## config.mk

```make
export PLATFORM = sky130hd
export DESIGN_NAME = rtc_time_sequencer
export DESIGN_NICKNAME = d
export VERILOG_FILES = /design/src/rtl/rtcseq_pkg.sv /design/src/rtl/rtcseq_spi_engine.sv /design/src/rtl/rtcseq_codec.sv /design/src/rtl/rtc_time_sequencer.sv
export SDC_FILE = /design/constraint.sdc
export NUM_CORES = 1
export LEC_CHECK = 0
export BUFFER_PORTS_ARGS = -buffer_cell sky130_fd_sc_hd__buf_2
export CORE_ASPECT_RATIO = 0.75
export CORE_MARGIN = 2
export CORE_UTILIZATION = 55
export CTS_BUF_LIST = sky130_fd_sc_hd__clkbuf_4 sky130_fd_sc_hd__clkbuf_8
export CTS_CLUSTER_SIZE = 20
export DETAILED_ROUTE_END_ITERATION = 10
export GPL_TIMING_DRIVEN = 0
export PLACE_DENSITY = 0.74
export SLEW_MARGIN = 20
export SYNTH_ARGS = -nofsm -noshare
export SYNTH_HDL_FRONTEND = slang
export SYNTH_SLANG_ARGS = --single-unit
```

## constraint.sdc

```tcl
create_clock -name clk -period 10.8 [get_ports clk]
set_input_delay 1.08 -clock clk [delete_from_list [all_inputs] [get_ports clk]]
set_output_delay 1.08 -clock clk [all_outputs]
set_load 0.05 [all_outputs]
```

## src/rtl/rtcseq_pkg.sv

```systemverilog
// Package: shared constants, state types and BCD helpers for the RTC
// time transfer sequencer.
// Assumes: command byte = {address[3:0], op[1:0], 2'b00}, most significant
// bit sent first.
package rtcseq_pkg;

    localparam int FRAME_BYTES = 8;

    // register addresses on the clock chip that the sequencer uses
    localparam logic [3:0] ADDR_TIME   = 4'd0;
    localparam logic [3:0] ADDR_CONFIG = 4'd14;
    localparam logic [3:0] ADDR_STATUS = 4'd15;

    // transfer kinds carried in the command byte
    localparam logic [1:0] OP_BURST_WR = 2'b00;
    localparam logic [1:0] OP_BURST_RD = 2'b01;
    localparam logic [1:0] OP_ONE_WR   = 2'b10;
    localparam logic [1:0] OP_ONE_RD   = 2'b11;

    // bit positions that the chip defines
    localparam int STOP_FLAG_BIT = 4;
    localparam int MODE24_BIT    = 5;
    localparam int PM_BIT        = 5;
    localparam int CENTURY_BIT   = 7;

    typedef enum logic [2:0] {
        ENG_IDLE, ENG_SETUP, ENG_HIGH, ENG_LOW, ENG_HOLD, ENG_RECOV
    } eng_state_t;

    typedef enum logic [2:0] {
        SQ_RD_STAT, SQ_CLR_STAT, SQ_RD_CFG, SQ_IDLE, SQ_SET, SQ_GET
    } seq_state_t;

    function automatic logic [7:0] cmd_byte(input logic [3:0] addr,
                                            input logic [1:0] op);
        return {addr, op, 2'b00};
    endfunction

    // binary 0-99 to packed BCD
    function automatic logic [7:0] to_bcd(input logic [7:0] v);
        logic [7:0] tens;
        logic [7:0] units;
        tens  = v / 8'd10;
        units = v - tens * 8'd10;
        return {tens[3:0], units[3:0]};
    endfunction

    // packed BCD to binary
    function automatic logic [7:0] from_bcd(input logic [7:0] b);
        return {4'd0, b[7:4]} * 8'd10 + {4'd0, b[3:0]};
    endfunction

endpackage

```

## src/rtl/rtcseq_spi_engine.sv

```systemverilog
// Module: serial transfer engine for the RTC link.
// Shifts a frame of up to MAX_BYTES bytes, MSB first. The clock idles low,
// data changes on the rising edge and the input is taken on the falling edge.
// Select (active high) gets setup, hold and recovery windows counted in
// system clocks derived from CLK_HZ. done pulses once recovery has elapsed.
// Assumes: start is only raised while idle; nbytes is 1..MAX_BYTES.
module rtcseq_spi_engine
    import rtcseq_pkg::*;
#(
    parameter int CLK_HZ    = 100_000_000,
    parameter int SCK_HZ    = 1_000_000,
    parameter int SETUP_US  = 31,
    parameter int HOLD_US   = 1,
    parameter int RECOV_US  = 62,
    parameter int MAX_BYTES = 8,
    localparam int FRAME_W  = MAX_BYTES * 8,
    localparam int BYTE_W   = $clog2(MAX_BYTES + 1)
) (
    input  logic               clk,
    input  logic               rst_n,
    input  logic               start,
    input  logic [BYTE_W-1:0]  nbytes,
    input  logic [FRAME_W-1:0] tx_frame,
    output logic [FRAME_W-1:0] rx_frame,
    output logic               done,
    output logic               ce,
    output logic               sck,
    output logic               mosi,
    input  logic               miso
);

    localparam int CYC_US    = CLK_HZ / 1_000_000;
    localparam int HALF_CYC  = CLK_HZ / (2 * SCK_HZ);
    localparam int SETUP_CYC = SETUP_US * CYC_US;
    localparam int HOLD_CYC  = HOLD_US * CYC_US;
    localparam int RECOV_CYC = RECOV_US * CYC_US;
    localparam int MAX_A     = (SETUP_CYC > RECOV_CYC) ? SETUP_CYC : RECOV_CYC;
    localparam int MAX_B     = (HALF_CYC > HOLD_CYC) ? HALF_CYC : HOLD_CYC;
    localparam int MAX_CYC   = (MAX_A > MAX_B) ? MAX_A : MAX_B;
    localparam int CNT_W     = $clog2(MAX_CYC + 1);
    localparam int BIT_W     = $clog2(FRAME_W + 1);

    localparam logic [CNT_W-1:0] HALF_LD  = CNT_W'(HALF_CYC - 1);
    localparam logic [CNT_W-1:0] SETUP_LD = CNT_W'(SETUP_CYC - 1);
    localparam logic [CNT_W-1:0] HOLD_LD  = CNT_W'(HOLD_CYC - 1);
    localparam logic [CNT_W-1:0] RECOV_LD = CNT_W'(RECOV_CYC - 1);

    eng_state_t          st;
    logic [CNT_W-1:0]    cnt;
    logic [BIT_W-1:0]    bits_left;
    logic [FRAME_W-1:0]  shreg;

    assign rx_frame = shreg;

    // sequence select, clock edges and the shift register through one transfer
    always_ff @(posedge clk) begin
        if (!rst_n) begin
            st        <= ENG_IDLE;
            cnt       <= '0;
            bits_left <= '0;
            shreg     <= '0;
            done      <= 1'b0;
            ce        <= 1'b0;
            sck       <= 1'b0;
            mosi      <= 1'b0;
        end else begin
            done <= 1'b0;
            case (st)
                ENG_IDLE: begin
                    if (start) begin
                        ce        <= 1'b1;
                        cnt       <= SETUP_LD;
                        bits_left <= BIT_W'({nbytes, 3'b000});
                        shreg     <= tx_frame;
                        st        <= ENG_SETUP;
                    end
                end
                ENG_SETUP: begin
                    if (cnt == '0) begin
                        sck  <= 1'b1;
                        mosi <= shreg[FRAME_W-1];
                        cnt  <= HALF_LD;
                        st   <= ENG_HIGH;
                    end else begin
                        cnt <= cnt - 1'b1;
                    end
                end
                ENG_HIGH: begin
                    if (cnt == '0) begin
                        sck       <= 1'b0;
                        shreg     <= {shreg[FRAME_W-2:0], miso};
                        bits_left <= bits_left - 1'b1;
                        cnt       <= HALF_LD;
                        st        <= ENG_LOW;
                    end else begin
                        cnt <= cnt - 1'b1;
                    end
                end
                ENG_LOW: begin
                    if (cnt == '0) begin
                        if (bits_left == '0) begin
                            mosi <= 1'b0;
                            cnt  <= HOLD_LD;
                            st   <= ENG_HOLD;
                        end else begin
                            sck  <= 1'b1;
                            mosi <= shreg[FRAME_W-1];
                            cnt  <= HALF_LD;
                            st   <= ENG_HIGH;
                        end
                    end else begin
                        cnt <= cnt - 1'b1;
                    end
                end
                ENG_HOLD: begin
                    if (cnt == '0) begin
                        ce  <= 1'b0;
                        cnt <= RECOV_LD;
                        st  <= ENG_RECOV;
                    end else begin
                        cnt <= cnt - 1'b1;
                    end
                end
                ENG_RECOV: begin
                    if (cnt == '0) begin
                        done <= 1'b1;
                        st   <= ENG_IDLE;
                    end else begin
                        cnt <= cnt - 1'b1;
                    end
                end
                default: st <= ENG_IDLE;
            endcase
        end
    end

    // data output may only move on a rising clock, never while it is high
    a_r9_mosi_steady_high: assert property (@(posedge clk) disable iff (!rst_n)
        (sck && $past(sck)) |-> $stable(mosi));

    // the serial clock is only ever high inside a select window
    a_r10_sck_inside_ce: assert property (@(posedge clk) disable iff (!rst_n)
        sck |-> ce);

    // a select window opens with the clock still low
    a_r10_ce_opens_low: assert property (@(posedge clk) disable iff (!rst_n)
        $rose(ce) |=> !sck);

endmodule

```

## src/rtl/rtcseq_codec.sv

```systemverilog
// Module: combinational packing of binary time fields into the seven data
// bytes of a burst, and unpacking of a received burst into binary fields.
// Handles BCD, the 12-hour encoding with a PM bit and the century flag.
// Assumes: inputs are in range (hour 0-23, year since 1900 0-199).
module rtcseq_codec
    import rtcseq_pkg::*;
(
    input  logic        mode24,
    input  logic [5:0]  w_sec,
    input  logic [5:0]  w_min,
    input  logic [4:0]  w_hour,
    input  logic [4:0]  w_mday,
    input  logic [3:0]  w_mon,
    input  logic [7:0]  w_year,
    output logic [55:0] tx_data,
    input  logic [55:0] rx_data,
    output logic [5:0]  r_sec,
    output logic [5:0]  r_min,
    output logic [4:0]  r_hour,
    output logic [4:0]  r_mday,
    output logic [3:0]  r_mon,
    output logic [11:0] r_year
);

    logic [7:0] h12, hour_b, mon_b, yr2;
    logic       pm, cent;
    logic [7:0] rh_raw, rh_v, rh_mod, rh_out, rmon_v, ryr_v;
    logic [7:0] rx_hour_b, rx_mon_b;

    // encode the hour byte for the mode found at start-up
    always_comb begin
        pm = (w_hour >= 5'd12);
        if (w_hour == 5'd0)
            h12 = 8'd12;
        else if (w_hour > 5'd12)
            h12 = {3'd0, w_hour} - 8'd12;
        else
            h12 = {3'd0, w_hour};
        if (mode24)
            hour_b = to_bcd({3'd0, w_hour});
        else
            hour_b = to_bcd(h12) | (8'(pm) << PM_BIT);
    end

    // split the year into two digits plus the century flag on the month
    always_comb begin
        cent  = (w_year >= 8'd100);
        yr2   = cent ? (w_year - 8'd100) : w_year;
        mon_b = to_bcd({4'd0, w_mon}) | (8'(cent) << CENTURY_BIT);
    end

    assign tx_data = {to_bcd({2'd0, w_sec}), to_bcd({2'd0, w_min}), hour_b,
                      8'h00, to_bcd({3'd0, w_mday}), mon_b, to_bcd(yr2)};

    assign rx_hour_b = rx_data[39:32];
    assign rx_mon_b  = rx_data[15:8];

    // decode the hour byte back to 0-23
    always_comb begin
        rh_raw = rx_hour_b & ~(8'd1 << PM_BIT);
        rh_v   = from_bcd(rh_raw);
        rh_mod = (rh_v >= 8'd12) ? (rh_v - 8'd12) : rh_v;
        if (mode24)
            rh_out = from_bcd(rx_hour_b);
        else
            rh_out = rx_hour_b[PM_BIT] ? (rh_mod + 8'd12) : rh_mod;
    end

    // strip the century flag and rebuild the full year
    always_comb begin
        rmon_v = from_bcd(rx_mon_b & ~(8'd1 << CENTURY_BIT));
        ryr_v  = from_bcd(rx_data[7:0]);
    end

    assign r_sec  = 6'(from_bcd(rx_data[55:48]));
    assign r_min  = 6'(from_bcd(rx_data[47:40]));
    assign r_hour = 5'(rh_out);
    assign r_mday = 5'(from_bcd(rx_data[23:16]));
    assign r_mon  = 4'(rmon_v);
    assign r_year = 12'd2000 + {4'd0, ryr_v};

endmodule

```

## src/rtl/rtc_time_sequencer.sv

```systemverilog
// Module: top of the RTC time transfer sequencer.
// After reset: status read, conditional status clear, configuration read
// (learns 24-hour mode). Then serves time-write and time-read requests, each
// as one atomic 8-byte burst. busy covers start-up and every transfer up to
// the end of select recovery; requests seen while busy are dropped.
// Assumes: set_* fields are sampled only in the accepting cycle.
module rtc_time_sequencer
    import rtcseq_pkg::*;
#(
    parameter int CLK_HZ   = 100_000_000,
    parameter int SCK_HZ   = 1_000_000,
    parameter int SETUP_US = 31,
    parameter int HOLD_US  = 1,
    parameter int RECOV_US = 62
) (
    input  logic        clk,
    input  logic        rst_n,
    input  logic        set_req,
    input  logic [5:0]  set_sec,
    input  logic [5:0]  set_min,
    input  logic [4:0]  set_hour,
    input  logic [4:0]  set_mday,
    input  logic [3:0]  set_mon,
    input  logic [7:0]  set_year,
    input  logic        get_req,
    output logic        busy,
    output logic        get_valid,
    output logic [5:0]  get_sec,
    output logic [5:0]  get_min,
    output logic [4:0]  get_hour,
    output logic [4:0]  get_mday,
    output logic [3:0]  get_mon,
    output logic [11:0] get_year,
    output logic        rtc_ce,
    output logic        rtc_sck,
    output logic        rtc_mosi,
    input  logic        rtc_miso
);

    localparam int FRAME_W = FRAME_BYTES * 8;
    localparam int BYTE_W  = $clog2(FRAME_BYTES + 1);
    localparam logic [BYTE_W-1:0] LEN_SHORT = BYTE_W'(2);
    localparam logic [BYTE_W-1:0] LEN_BURST = BYTE_W'(FRAME_BYTES);

    seq_state_t          st;
    logic                launch;
    logic                mode24;
    logic [FRAME_W-1:0]  tx_frame, rx_frame;
    logic [BYTE_W-1:0]   nbytes;
    logic                eng_done;
    logic [7:0]          rx_short;

    logic [5:0]  l_sec, l_min;
    logic [4:0]  l_hour, l_mday;
    logic [3:0]  l_mon;
    logic [7:0]  l_year;
    logic [55:0] enc_data;
    logic [5:0]  d_sec, d_min;
    logic [4:0]  d_hour, d_mday;
    logic [3:0]  d_mon;
    logic [11:0] d_year;

    assign busy     = (st != SQ_IDLE);
    assign rx_short = rx_frame[7:0];

    // pick the frame and its length for the transfer this state performs
    always_comb begin
        tx_frame = '0;
        nbytes   = LEN_SHORT;
        case (st)
            SQ_RD_STAT:  tx_frame[FRAME_W-1 -: 8] = cmd_byte(ADDR_STATUS, OP_ONE_RD);
            SQ_CLR_STAT: tx_frame[FRAME_W-1 -: 8] = cmd_byte(ADDR_STATUS, OP_ONE_WR);
            SQ_RD_CFG:   tx_frame[FRAME_W-1 -: 8] = cmd_byte(ADDR_CONFIG, OP_ONE_RD);
            SQ_SET: begin
                tx_frame = {cmd_byte(ADDR_TIME, OP_BURST_WR), enc_data};
                nbytes   = LEN_BURST;
            end
            SQ_GET: begin
                tx_frame[FRAME_W-1 -: 8] = cmd_byte(ADDR_TIME, OP_BURST_RD);
                nbytes   = LEN_BURST;
            end
            default: tx_frame = '0;
        endcase
    end

    // walk start-up, accept requests and react to each finished transfer
    always_ff @(posedge clk) begin
        if (!rst_n) begin
            st        <= SQ_RD_STAT;
            launch    <= 1'b1;
            mode24    <= 1'b0;
            get_valid <= 1'b0;
            l_sec     <= '0;
            l_min     <= '0;
            l_hour    <= '0;
            l_mday    <= '0;
            l_mon     <= '0;
            l_year    <= '0;
            get_sec   <= '0;
            get_min   <= '0;
            get_hour  <= '0;
            get_mday  <= '0;
            get_mon   <= '0;
            get_year  <= '0;
        end else begin
            launch    <= 1'b0;
            get_valid <= 1'b0;
            case (st)
                SQ_IDLE: begin
                    if (set_req) begin
                        l_sec  <= set_sec;
                        l_min  <= set_min;
                        l_hour <= set_hour;
                        l_mday <= set_mday;
                        l_mon  <= set_mon;
                        l_year <= set_year;
                        st     <= SQ_SET;
                        launch <= 1'b1;
                    end else if (get_req) begin
                        st     <= SQ_GET;
                        launch <= 1'b1;
                    end
                end
                SQ_RD_STAT: begin
                    if (eng_done) begin
                        st     <= rx_short[STOP_FLAG_BIT] ? SQ_CLR_STAT : SQ_RD_CFG;
                        launch <= 1'b1;
                    end
                end
                SQ_CLR_STAT: begin
                    if (eng_done) begin
                        st     <= SQ_RD_CFG;
                        launch <= 1'b1;
                    end
                end
                SQ_RD_CFG: begin
                    if (eng_done) begin
                        mode24 <= rx_short[MODE24_BIT];
                        st     <= SQ_IDLE;
                    end
                end
                SQ_SET: begin
                    if (eng_done) st <= SQ_IDLE;
                end
                SQ_GET: begin
                    if (eng_done) begin
                        get_sec   <= d_sec;
                        get_min   <= d_min;
                        get_hour  <= d_hour;
                        get_mday  <= d_mday;
                        get_mon   <= d_mon;
                        get_year  <= d_year;
                        get_valid <= 1'b1;
                        st        <= SQ_IDLE;
                    end
                end
                default: st <= SQ_IDLE;
            endcase
        end
    end

    rtcseq_codec codec_i (
        .mode24  (mode24),
        .w_sec   (l_sec),
        .w_min   (l_min),
        .w_hour  (l_hour),
        .w_mday  (l_mday),
        .w_mon   (l_mon),
        .w_year  (l_year),
        .tx_data (enc_data),
        .rx_data (rx_frame[55:0]),
        .r_sec   (d_sec),
        .r_min   (d_min),
        .r_hour  (d_hour),
        .r_mday  (d_mday),
        .r_mon   (d_mon),
        .r_year  (d_year)
    );

    rtcseq_spi_engine #(
        .CLK_HZ    (CLK_HZ),
        .SCK_HZ    (SCK_HZ),
        .SETUP_US  (SETUP_US),
        .HOLD_US   (HOLD_US),
        .RECOV_US  (RECOV_US),
        .MAX_BYTES (FRAME_BYTES)
    ) engine_i (
        .clk      (clk),
        .rst_n    (rst_n),
        .start    (launch),
        .nbytes   (nbytes),
        .tx_frame (tx_frame),
        .rx_frame (rx_frame),
        .done     (eng_done),
        .ce       (rtc_ce),
        .sck      (rtc_sck),
        .mosi     (rtc_mosi),
        .miso     (rtc_miso)
    );

    // an idle sequencer leaves the link quiet
    a_r12_idle_bus_quiet: assert property (@(posedge clk) disable iff (!rst_n)
        !busy |-> (!rtc_ce && !rtc_sck));

    // a request seen while idle makes the block busy on the next cycle
    a_r11_accept_goes_busy: assert property (@(posedge clk) disable iff (!rst_n)
        (!busy && (set_req || get_req)) |=> busy);

    // read results are flagged for a single cycle
    a_r7_valid_one_cycle: assert property (@(posedge clk) disable iff (!rst_n)
        get_valid |=> !get_valid);

    // read results only appear as the block returns to idle
    a_r7_valid_when_idle: assert property (@(posedge clk) disable iff (!rst_n)
        get_valid |-> !busy);

endmodule

```

==> impl_metrics.csv, run 1 <==
group,metric,value,unit
pwr,seqPwrFrac,48.1,%
detailed_routing,avgRoutedWirePerCell,17.7,µm
synth,synth_area,9960,µm²
detailed_routing,vias,9622,
setup_path,crit_fanout,9,
pwr,p_switching,0.431,mW
setup_path,crit_top_cell,"ha_1",
floorplan,die_y,121,µm
pwr,swShare,30.6,%
detailed_routing,drtPass1Iterations,6,
flow_run,cap_violations,0,
timing,skew,13.7,ps
placement,port_buffers,81,
floorplan,pin_count,82,
floorplan,dieArea,19200,µm²
detailed_routing,drcViolationCount,0,
synth,dominantRegCellSynth,"dfxtp_1",
setup_path,path_cells,"inv_1 > ha_1 > and2b_1 > a2111oi_0 > nor2_1 > o22ai_1 > a311o_1 > inv_1 > ha_1 > nand2_1 > a21oi_1 > o32a_1 > o2111ai_1 > or2_1 > ha_1 > fa_1 > xor2_1 > xnor2_1 > and2_1 > a221o_1",
placement,post-dp-hpwl,21.3,mm
timing,relSlewSlack,45.4,%
timing,finalHoldViolCount,0,
clock_tree,h-tree-depth,4,
floorplan,core,17700,µm²
timing,rsz0062_at_grt,"no",
final_layout,final_cells,1612,
clock_tree,cts_tree,"done",
final_layout,antennaDiodeCount,0,
synth,synth_nets,1369,
clock_tree,postCtsSetupBuffers,0,
outcome,status,"completed",
clock_tree,cts_buffers,17,
pwr,peakVddDrop,101,µV
synth,ys_ff_latch,168,
clock_tree,holdBufCountCts,0,
worst_hold_path,worstHoldPathType,"flip-flop to flip-flop",
synth,synth-edff-count,0,
synth,syn_inst,1258,
setup_path,startpoint_type,"flip-flop",
timing,fin_crit,5220,ps
pwr,p_leak,4.21,nW
setup_path,end_kind,"flip-flop",
floorplan,initial_utilization,56.2,%
clock_tree,clockRootBuffer,"clkbuf_8",
grt,grt_start_max_net_pins,17,
setup_path,crit_slowest_cell,"a2111oi_0",
synth,avgSynthCellArea,7.92,µm²
synth,synth-seq-area-share,33.8,%
pwr,intPower,0.976,mW
placement,place_inst,1581,
clock_tree,cts.reportedPaths.clkPinSlew,90,ps
timing,report.final.slew_viol_count,0,
grt,overflow,0,
grt,grt_first_pass_wirelength,45.6,mm
pwr,p_clk_share,34.8,%
timing,clock.fmax,0.192,GHz
clock_tree,clock_sinks,168,
floorplan,rows,42,
clock_tree,clockBufferDepth,2,
clock_tree,cts_resized,0,
final_layout,drive_above_1_share,12.3,%
pwr,power_frac_comb,17.2,%
floorplan,die_w,159,µm
detailed_routing,drtIter0Drc,920,
detailed_routing,wl,28.6,mm
clock_tree,worstSkewPairLatency,470,ps
pwr,powerDensity,127,nW/µm²
timing,timing.setup.tns,0,ps
detailed_routing,vias_per_cell,5.97,
timing,setup_viol,0,
timing,tightest_slew,819,ps
detailed_routing,antenna_left,0,
synth,yosysWarnings,0,
grt,global_route.usage.total,30.0,%
synth,ys_types,94,
final_layout,area_growth,11.3,%
setup_path,worstPathRequired,11160,ps
setup_path,slowest_delay,630,ps
final_layout,mostFrequentLayoutCells,"nand2_1, dfxtp_1, a21oi_1, nor2_1, buf_2",
synth,ys_async_sr_fraction,0,%
grt,antenna_found_initial,0,
setup_path,worstPathArrival,5580,ps
timing,final.period_utilization,48.3,%
placement,place_congestion,0.941,
setup_path,critical_path_class,"flip-flop to flip-flop",
grt,grt_pass1_vias,8780,
final_layout,final_common_cell,"nand2_1",
final_layout,num-nets-final,1469,
stage by stage:
step | setup WS, ps | instance area [µm²] | hold WS, ps | util [%] | total power [mW]
2_1_floorplan | 6300 | 9960 | 432 | - | 0.855
3_3_place_gp | 5760 | 10700 | 438 | 60.2 | 0.918
3_5_place_dp | 5730 | 10700 | 445 | 60.2 | 0.923
4_1_cts | 5700 | 11100 | 458 | 62.6 | 1.41
5_1_grt | 5310 | 11100 | 472 | 62.6 | 1.47
6_report | 5580 | 11100 | 456 | 62.6 | 1.41
critical path: cells and delay by family (launching register included):
kind / cells / cell delay (ps)
xor+xnor: 2 / 320
flops: 1 / 540
fa+ha+maj: 4 / 1160
simple gates: 5 / 1020
buf+inv: 2 / 190
compound gates: 7 / 1900
metal layers:
layer	global-route usage [%]	wire, µm	up-vias
met5	0	0	-
met1	42.9	13100	4485
met2	45.2	11900	450
met4	10.1	827	0
li1	-	-	4618
met3	6.00	2660	69
cell usage after synthesis (all sizes together) (3+ instances only):
cell       n  area (µm²)
clkbuf    62         273
and2       8        50.1
o311ai     7        76.3
dfxtp    168        3360
or3        3        18.8
buf       22         130
xor2      11        96.3
o2111ai    5        50.0
a21oi    134         671
o21a       4        30.0
a221oi    23         208
o21ai     77         389
or2        6        37.5
a31oi      6        43.8
a2111oi    3        26.3
o211ai     8        65.1
nand2    199         749
and3       4        30.0
nor3b      3        27.5
nor2     118         458
a22oi      4        30.0
o21bai     3        22.5
xnor2     40         350
a221o      3        31.3
nor3      42         225
ha        59         738
a311oi     3        26.3
mux2i     13         134
nand2b     9        58.8
inv       60         225
nor2b     10        62.6
nor4       4        31.3
nand3     32         160
a21o      10        75.1
o221ai     9         103
fa        13         260
a211oi    33         248
o22ai      5        37.5
logic make-up after synthesis:
group	synth area share, %
AND/OR/NAND/NOR	20.4
AO/OA/AOI/OAI	23.3
flip-flops	33.8
buffers and inverters	6.36
adder cells (fa/ha/maj)	10.1
XOR/XNOR	4.48
multiplexers	1.57
state kept, by name, indices dropped and copies added, names as in the netlist, 4 cells and up:
register,count
engine_i.rx_frame,64
get_mon,4
get_mday,5
l_mon,4
get_min,6
l_mday,5
l_min,6
engine_i.bits_left,7
get_sec,6
get_year,11
get_hour,5
l_year,8
l_hour,5
engine_i.cnt,13
l_sec,6
power by group through the flow:
stage               registers (mW)  clock network, mW  logic, mW
floorplan                    0.682                  0      0.174
global placement             0.688                  0      0.230
detailed placement           0.689                  0      0.234
CTS                          0.675              0.495      0.237
global route                 0.679              0.520      0.269
finish                       0.676              0.489      0.242
area by class of cell:
class	count	area, µm²
Buffer	84	403
Clock buffer	19	249
Clock inverter	12	166
Fill cell	1603	6630
Inverter	61	230
Multi-Input combinational cell	945	5960
Sequential cell	168	3360
Tap cell	242	303
Timing Repair Buffer	81	405
worst paths after layout:
| check | start | cells past startpoint | slack [ps] | end |
|---|---|---|---|---|
| setup / recovery | l_year[2] | 20 | 5580 | engine_i.rx_frame[3] |
| hold / removal | get_mday[4] | 2 | 460 | get_mday[4] |
| hold reg to reg | get_mday[4] | 2 | 460 | get_mday[4] |
| setup reg to reg | l_year[2] | 20 | 5580 | engine_i.rx_frame[3] |
Note: power is estimated with default switching activity, not from simulation.
==> run 2, diff against run 1 <==
==> constraint.sdc (replaced) <==
create_clock -name clk -period 5.2 [get_ports clk]
set_input_delay 0.52 -clock clk [delete_from_list [all_inputs] [get_ports clk]]
set_output_delay 0.52 -clock clk [all_outputs]
set_load 0.05 [all_outputs]
==> impl_metrics.csv, run 2 (synthesis results as in run 1) <==
group,metric,value,unit
outcome,status,"completed",
final_layout,num-nets-final,1471,
setup_path,reg2reg_depth,22,
detailed_routing,wl,28.7,mm
detailed_routing,vias_per_cell,5.96,
setup_path,cp_num_cells,22,
final_layout,area_growth,11.7,%
pwr,p_leak,4.22,nW
grt,grt_pass1_vias,8780,
grt,grt_start_max_net_pins,17,
placement,place_inst,1581,
pwr,power_frac_comb,17.1,%
detailed_routing,drtIter0Drc,952,
clock_tree,cts_tree,"done",
clock_tree,clockRootBuffer,"clkbuf_8",
timing,final.period_utilization,95.5,%
grt,antenna_found_initial,0,
timing,finalHoldViolCount,0,
setup_path,crit_slowest_cell,"a2111oi_1",
detailed_routing,drcViolationCount,0,
floorplan,dieArea,19200,µm²
setup_path,critPathTopFamily,"compound AO/OA/AOI/OAI gates",
pwr,powerDensity,263,nW/µm²
pwr,peakVddDrop,211,µV
clock_tree,clockBufferDepth,2,
clock_tree,h-tree-depth,4,
flow_run,cap_violations,0,
timing,clock.fmax,0.201,GHz
detailed_routing,vias,9612,
setup_path,crit_buf_inv,4,
timing,report.final.slew_viol_count,0,
setup_path,slowest_delay,480,ps
placement,place_congestion,0.941,
detailed_routing,drtPass1Iterations,5,
setup_path,end_kind,"flip-flop",
worst_hold_path,worstHoldPathType,"input pin to flip-flop",
timing,setup_viol,0,
floorplan,pin_count,82,
final_layout,final_common_cell,"nand2_1",
worst_hold_path,holdPathEnd,"l_sec[1]",
final_layout,antennaDiodeCount,0,
worst_hold_path,min-delay-start,"set_sec[1]",
final_layout,largest_reg_flops,64,
final_layout,fillCellCount,1603,
setup_path,crit_top_cell,"ha_1",
floorplan,rows,42,
clock_tree,cts_buffers,17,
detailed_routing,avgRoutedWirePerCell,17.8,µm
pwr,seqPwrFrac,47.9,%
pwr,p_switching,0.903,mW
pwr,p_clk_share,34.9,%
clock_tree,clock_sinks,168,
clock_tree,worstSkewPairLatency,480,ps
worst_hold_path,min_path_cells,3,
floorplan,core,17700,µm²
timing,timing.setup.tns,0,ps
setup_path,crit_fanout,10,
timing,relSlewSlack,46.0,%
floorplan,die_w,159,µm
setup_path,r2r_setup_slack,240,ps
pwr,intPower,2.03,mW
final_layout,final_util,62.8,%
clock_tree,holdBufCountCts,0,
final_layout,drive_above_1_share,12.5,%
timing,tightest_slew,809,ps
pwr,swShare,30.8,%
setup_path,worstPathRequired,5570,ps
setup_path,reg2reg_to,"engine_i.rx_frame[3]",
setup_path,regToRegStartpoint,"l_year[3]",
placement,post-dp-hpwl,21.3,mm
setup_path,worstPathArrival,5330,ps
setup_path,critical_path_class,"flip-flop to flip-flop",
timing,fin_crit,4960,ps
setup_path,startpoint_type,"flip-flop",
floorplan,die_y,121,µm
floorplan,initial_utilization,56.2,%
final_layout,final_cells,1614,
grt,global_route.usage.total,30.0,%
grt,grt_first_pass_wirelength,45.6,mm
timing,skew,14.9,ps
final_layout,mostFrequentLayoutCells,"nand2_1, dfxtp_1, a21oi_1, nor2_1, buf_2",
clock_tree,cts.reportedPaths.clkPinSlew,100,ps
setup_path,path_cells,"buf_6 > inv_1 > ha_1 > or3b_1 > buf_6 > a2111oi_1 > nor2_1 > o22ai_1 > a311o_1 > inv_1 > ha_1 > nand2_1 > a21oi_1 > o32a_1 > o2111ai_1 > or2_1 > ha_1 > fa_1 > xor2_1 > xnor2_1 > and2_1 > a221o_1",
grt,overflow,0,
detailed_routing,antenna_left,0,
placement,port_buffers,81,
timing,whs,271,ps
-- run 2: changes by cell type in the layout (fill, tap and decap cells not counted), sizes merged --
cell	previous run	this run
buf	103	105
-- run 2: timing repair --
action,4_1_cts,5_1_grt
endpoints found under the setup margin,0,2
buffers inserted,0,2
resized for setup,0,5
-- run 2: how the worst max path moves through the flow --
stage / slack, ps / startpoint / endpoint
6_report: 240 / l_year[3] / engine_i.rx_frame[3]
5_1_grt: -40 / l_year[3] / engine_i.rx_frame[3]
2_1_floorplan: 700 / l_year[2] / engine_i.rx_frame[3]
3_3_place_gp: 160 / l_year[2] / engine_i.rx_frame[3]
4_1_cts: 100 / l_year[2] / engine_i.rx_frame[3]
3_5_place_dp: 130 / l_year[2] / engine_i.rx_frame[3]
-- run 2: power groups by stage --
stage / registers (mW) / clock network (mW) / logic (mW)
4_1_cts: 1.40 / 1.03 / 0.492
2_1_floorplan: 1.42 / 0 / 0.361
3_3_place_gp: 1.43 / 0 / 0.478
6_report: 1.40 / 1.02 / 0.503
5_1_grt: 1.41 / 1.08 / 0.558
3_5_place_dp: 1.43 / 0 / 0.487
-- run 2: routing by layer --
metal | track usage (%) | part of all wire, % | vias to the layer above
li1 | - | - | 4620
met1 | 42.9 | 46 | 4470
met2 | 45.2 | 42 | 446
met3 | 6.00 | 9.0 | 76
met4 | 10.1 | 3.1 | 0
met5 | 0 | 0 | -
-- run 2: layout make-up --
cell class,instances,area (µm²),share of cell area (%)
Buffer,84,403,3.62
Clock buffer,19,249,2.24
Clock inverter,12,166,1.50
Inverter,61,230,2.07
Multi-Input combinational cell,945,5990,53.8
Sequential cell,168,3360,30.2
Tap cell,242,303,2.72
Timing Repair Buffer,83,420,3.78
-- run 2: through the flow --
| step | worst slack, ps | instance area (µm²) | power [mW] |
|---|---|---|---|
| 5_1_grt | -41.3 | 11100 | 3.05 |
| 3_3_place_gp | 159 | 10700 | 1.91 |
| 3_5_place_dp | 134 | 10700 | 1.92 |
| 2_1_floorplan | 701 | 9960 | 1.78 |
| 6_report | 236 | 11100 | 2.93 |
| 4_1_cts | 105 | 11100 | 2.92 |
-- run 2: worst register-to-register path: stages (launching register included) --
cell and delay [ps]:
dfxtp_1 310, buf_6 130, inv_1 90, ha_1 180
or3b_1 360, buf_6 150, a2111oi_1 480, nor2_1 180
o22ai_1 200, a311o_1 230, inv_1 60, ha_1 270
nand2_1 90, a21oi_1 180, o32a_1 170, o2111ai_1 160
or2_1 280, ha_1 200, fa_1 380, xor2_1 180
xnor2_1 140, and2_1 150, a221o_1 280
==> run 3, diff against run 2 <==
--- a/config.mk
+++ b/config.mk
@@ -5,6 +5,7 @@
 export SDC_FILE = /design/constraint.sdc
 export NUM_CORES = 1
 export LEC_CHECK = 0
+export ABC_AREA = 1
 export BUFFER_PORTS_ARGS = -buffer_cell sky130_fd_sc_hd__buf_2
 export CORE_ASPECT_RATIO = 0.75
 export CORE_MARGIN = 2
@@ -12,8 +13,9 @@
 export CTS_BUF_LIST = sky130_fd_sc_hd__clkbuf_4 sky130_fd_sc_hd__clkbuf_8
 export CTS_CLUSTER_SIZE = 20
 export DETAILED_ROUTE_END_ITERATION = 10
-export GPL_TIMING_DRIVEN = 0
+export GPL_TIMING_DRIVEN = 1
 export PLACE_DENSITY = 0.74
+export SETUP_SLACK_MARGIN = 0.3
 export SLEW_MARGIN = 20
 export SYNTH_ARGS = -nofsm -noshare
 export SYNTH_HDL_FRONTEND = slang
==> impl_metrics.csv, run 3 <==
group,metric,value,unit
outcome,status,"completed",
setup_path,cp_num_cells,30,
clock_tree,holdBufCountCts,0,
timing,relSlewSlack,38.2,%
timing,finalHoldViolCount,0,
synth,dominantRegCellSynth,"dfxtp_1",
grt,grt_util_met3,4.53,%
grt,grt_start_max_net_pins,103,
clock_tree,cts_buffers,17,
grt,use_met1,35.0,%
detailed_routing,avgRoutedWirePerCell,14.7,µm
clock_tree,clock_sinks,168,
clock_tree,h-tree-depth,4,
grt,global_route.usage.total,25.4,%
clock_tree,cts_resized,0,
synth,synth.area.top_cells,"dfxtp_1, a21oi_1, o21ai_0",
setup_path,crit_slowest_cell,"fa_1",
detailed_routing,vias_per_cell,5.59,
setup_path,end_kind,"flip-flop",
floorplan,core,16900,µm²
final_layout,largest_reg_flops,64,
synth,synth_area,9510,µm²
synth,ys_async_sr_fraction,0,%
detailed_routing,drcViolationCount,0,
final_layout,final_common_cell,"dfxtp_1",
floorplan,rows,41,
placement,place_congestion,0.888,
synth,syn_inst,1278,
worst_hold_path,worstHoldPathType,"input pin to flip-flop",
detailed_routing,wl,22.8,mm
synth,synth_nets,1389,
floorplan,initial_utilization,56.3,%
timing,clock.fmax,0.246,GHz
synth,ys_ff_latch,168,
floorplan,dieArea,18400,µm²
synth,avgSynthCellArea,7.44,µm²
timing,setup_viol,0,
worst_hold_path,holdPathEnd,"l_hour[4]",
clock_tree,postCtsSetupBuffers,0,
setup_path,startpoint_type,"flip-flop",
setup_path,crit_buf_inv,5,
timing,tightest_slew,923,ps
detailed_routing,drtPass1Iterations,5,
final_layout,area_growth,9.99,%
timing,final.period_utilization,78.3,%
worst_hold_path,min-delay-start,"set_hour[4]",
synth,yosysWarnings,0,
placement,place_inst,1522,
synth,yosysTopAreaCell,"dfxtp_1",
grt,grt_pass1_vias,8081,
final_layout,antennaDiodeCount,0,
pwr,peakVddDrop,213,µV
setup_path,worstPathRequired,5560,ps
setup_path,critPathTopFamily,"simple AND/OR/NAND/NOR gates",
synth,synth.most_common_cell,"dfxtp_1",
synth,yosysTopAreaCellShare,35.4,%
timing,rsz0062_at_grt,"no",
setup_path,reg2reg_to,"engine_i.rx_frame[3]",
synth,ys_types,52,
clock_tree,clockBufferDepth,2,
final_layout,num-nets-final,1437,
final_layout,final_util,62.0,%
grt,met2_usage,40.2,%
setup_path,crit_fanout,8,
setup_path,reg2reg_depth,30,
final_layout,mostFrequentLayoutCells,"dfxtp_1, nand2_1, a21oi_1, o21ai_0, inv_1",
placement,post-dp-hpwl,15.8,mm
grt,overflow,0,
timing,timing.setup.tns,0,ps
clock_tree,cts_tree,"done",
clock_tree,worstSkewPairLatency,470,ps
pwr,p_leak,4.66,nW
timing,fin_crit,4070,ps
synth,synth-seq-area-share,35.4,%
timing,report.final.slew_viol_count,0,
detailed_routing,antenna_left,0,
clock_tree,clockRootBuffer,"clkbuf_8",
clock_tree,cts.reportedPaths.clkPinSlew,100,ps
synth,synth-edff-count,0,
setup_path,slowest_delay,380,ps
floorplan,die_w,156,µm
floorplan,pin_count,82,
timing,skew,14.7,ps
pwr,powerDensity,393,nW/µm²
detailed_routing,vias,8693,
placement,port_buffers,81,
floorplan,die_y,118,µm
synth,synth.top_cells.by_count,"dfxtp_1, nand2_1, a21oi_1",
grt,antenna_found_initial,0,
setup_path,r2r_setup_slack,1130,ps
setup_path,critical_path_class,"flip-flop to flip-flop",
setup_path,regToRegStartpoint,"l_year[2]",
grt,grt_first_pass_wirelength,37.9,mm
final_layout,drive_above_1_share,13.4,%
setup_path,worstPathArrival,4430,ps
setup_path,crit_top_cell,"nand2_2",
final_layout,final_cells,1554,
flow_run,cap_violations,0,
grt,busiest_layer,"met2",
worst_hold_path,min_path_cells,3,
detailed_routing,drtIter0Drc,686,
-- run 3: cell types whose count changed after synthesis, sizes merged, moves of 24 or more --
cell	change
nand3	+29
o21ai	+75
nor3	-24
a21oi	+28
xor2	+26
inv	+79
xnor2	-27
-- run 3: area by class of cell --
cell class | instances | area (µm²)
fill | 1527 | 6420
clock buffer | 22 | 297
sequential | 168 | 3360
clock inverter | 10 | 141
inverter | 143 | 539
tap | 215 | 269
multi-input combinational | 906 | 5370
timing repair buffer | 90 | 475
-- run 3: routing by layer --
layer	share of wire (%)	vias to the layer above
li1	-	4391
met1	48	4021
met2	44	236
met3	5.6	45
met4	2.2	0
met5	0	-
-- run 3: worst max-delay path by stage --
stage,start,end
finish,l_year[2],engine_i.rx_frame[3]
floorplan,l_year[2],engine_i.rx_frame[3]
global placement,l_year[2],engine_i.rx_frame[3]
detailed placement,l_year[2],engine_i.rx_frame[3]
CTS,l_year[2],engine_i.rx_frame[3]
global route,l_year[2],engine_i.rx_frame[3]
-- run 3: stage by stage --
step	setup WS [ps]	cell area, µm²	power [mW]	hold slack [ps]
2_1_floorplan	1580	9510	2.76	441
3_3_place_gp	1410	10000	3.05	449
3_5_place_dp	1220	10000	3.08	453
4_1_cts	1160	10500	4.11	310
5_1_grt	824	10500	4.41	318
6_report	1130	10500	4.11	325
-- run 3: worst register-to-register path, delay by kind of cell, from the launching register on --
family	cells	cell delay [ps]
buffers and inverters	5	430
adders and majority gates	4	1090
xor gates and xnor gates	1	200
AOI/OAI and AO/OA	2	230
DFF	1	340
and+or+nand+nor	18	1680
-- run 3: cell families after synthesis --
| logic type | after synthesis | synth area share, % |
|---|---|---|
| buf+inv | 204 | 8.39 |
| flops | 168 | 35.4 |
| mux | 1 | 0.105 |
| simple gates | 400 | 18.8 |
| compound gates | 383 | 22.3 |
| xor+xnor | 50 | 4.61 |
| fa+ha+maj | 72 | 10.5 |
-- run 3: report_power, final --
group          switching, mW  internal, mW
clock                  0.489         0.533
combinational          0.860         0.516
sequential             0.209          1.51
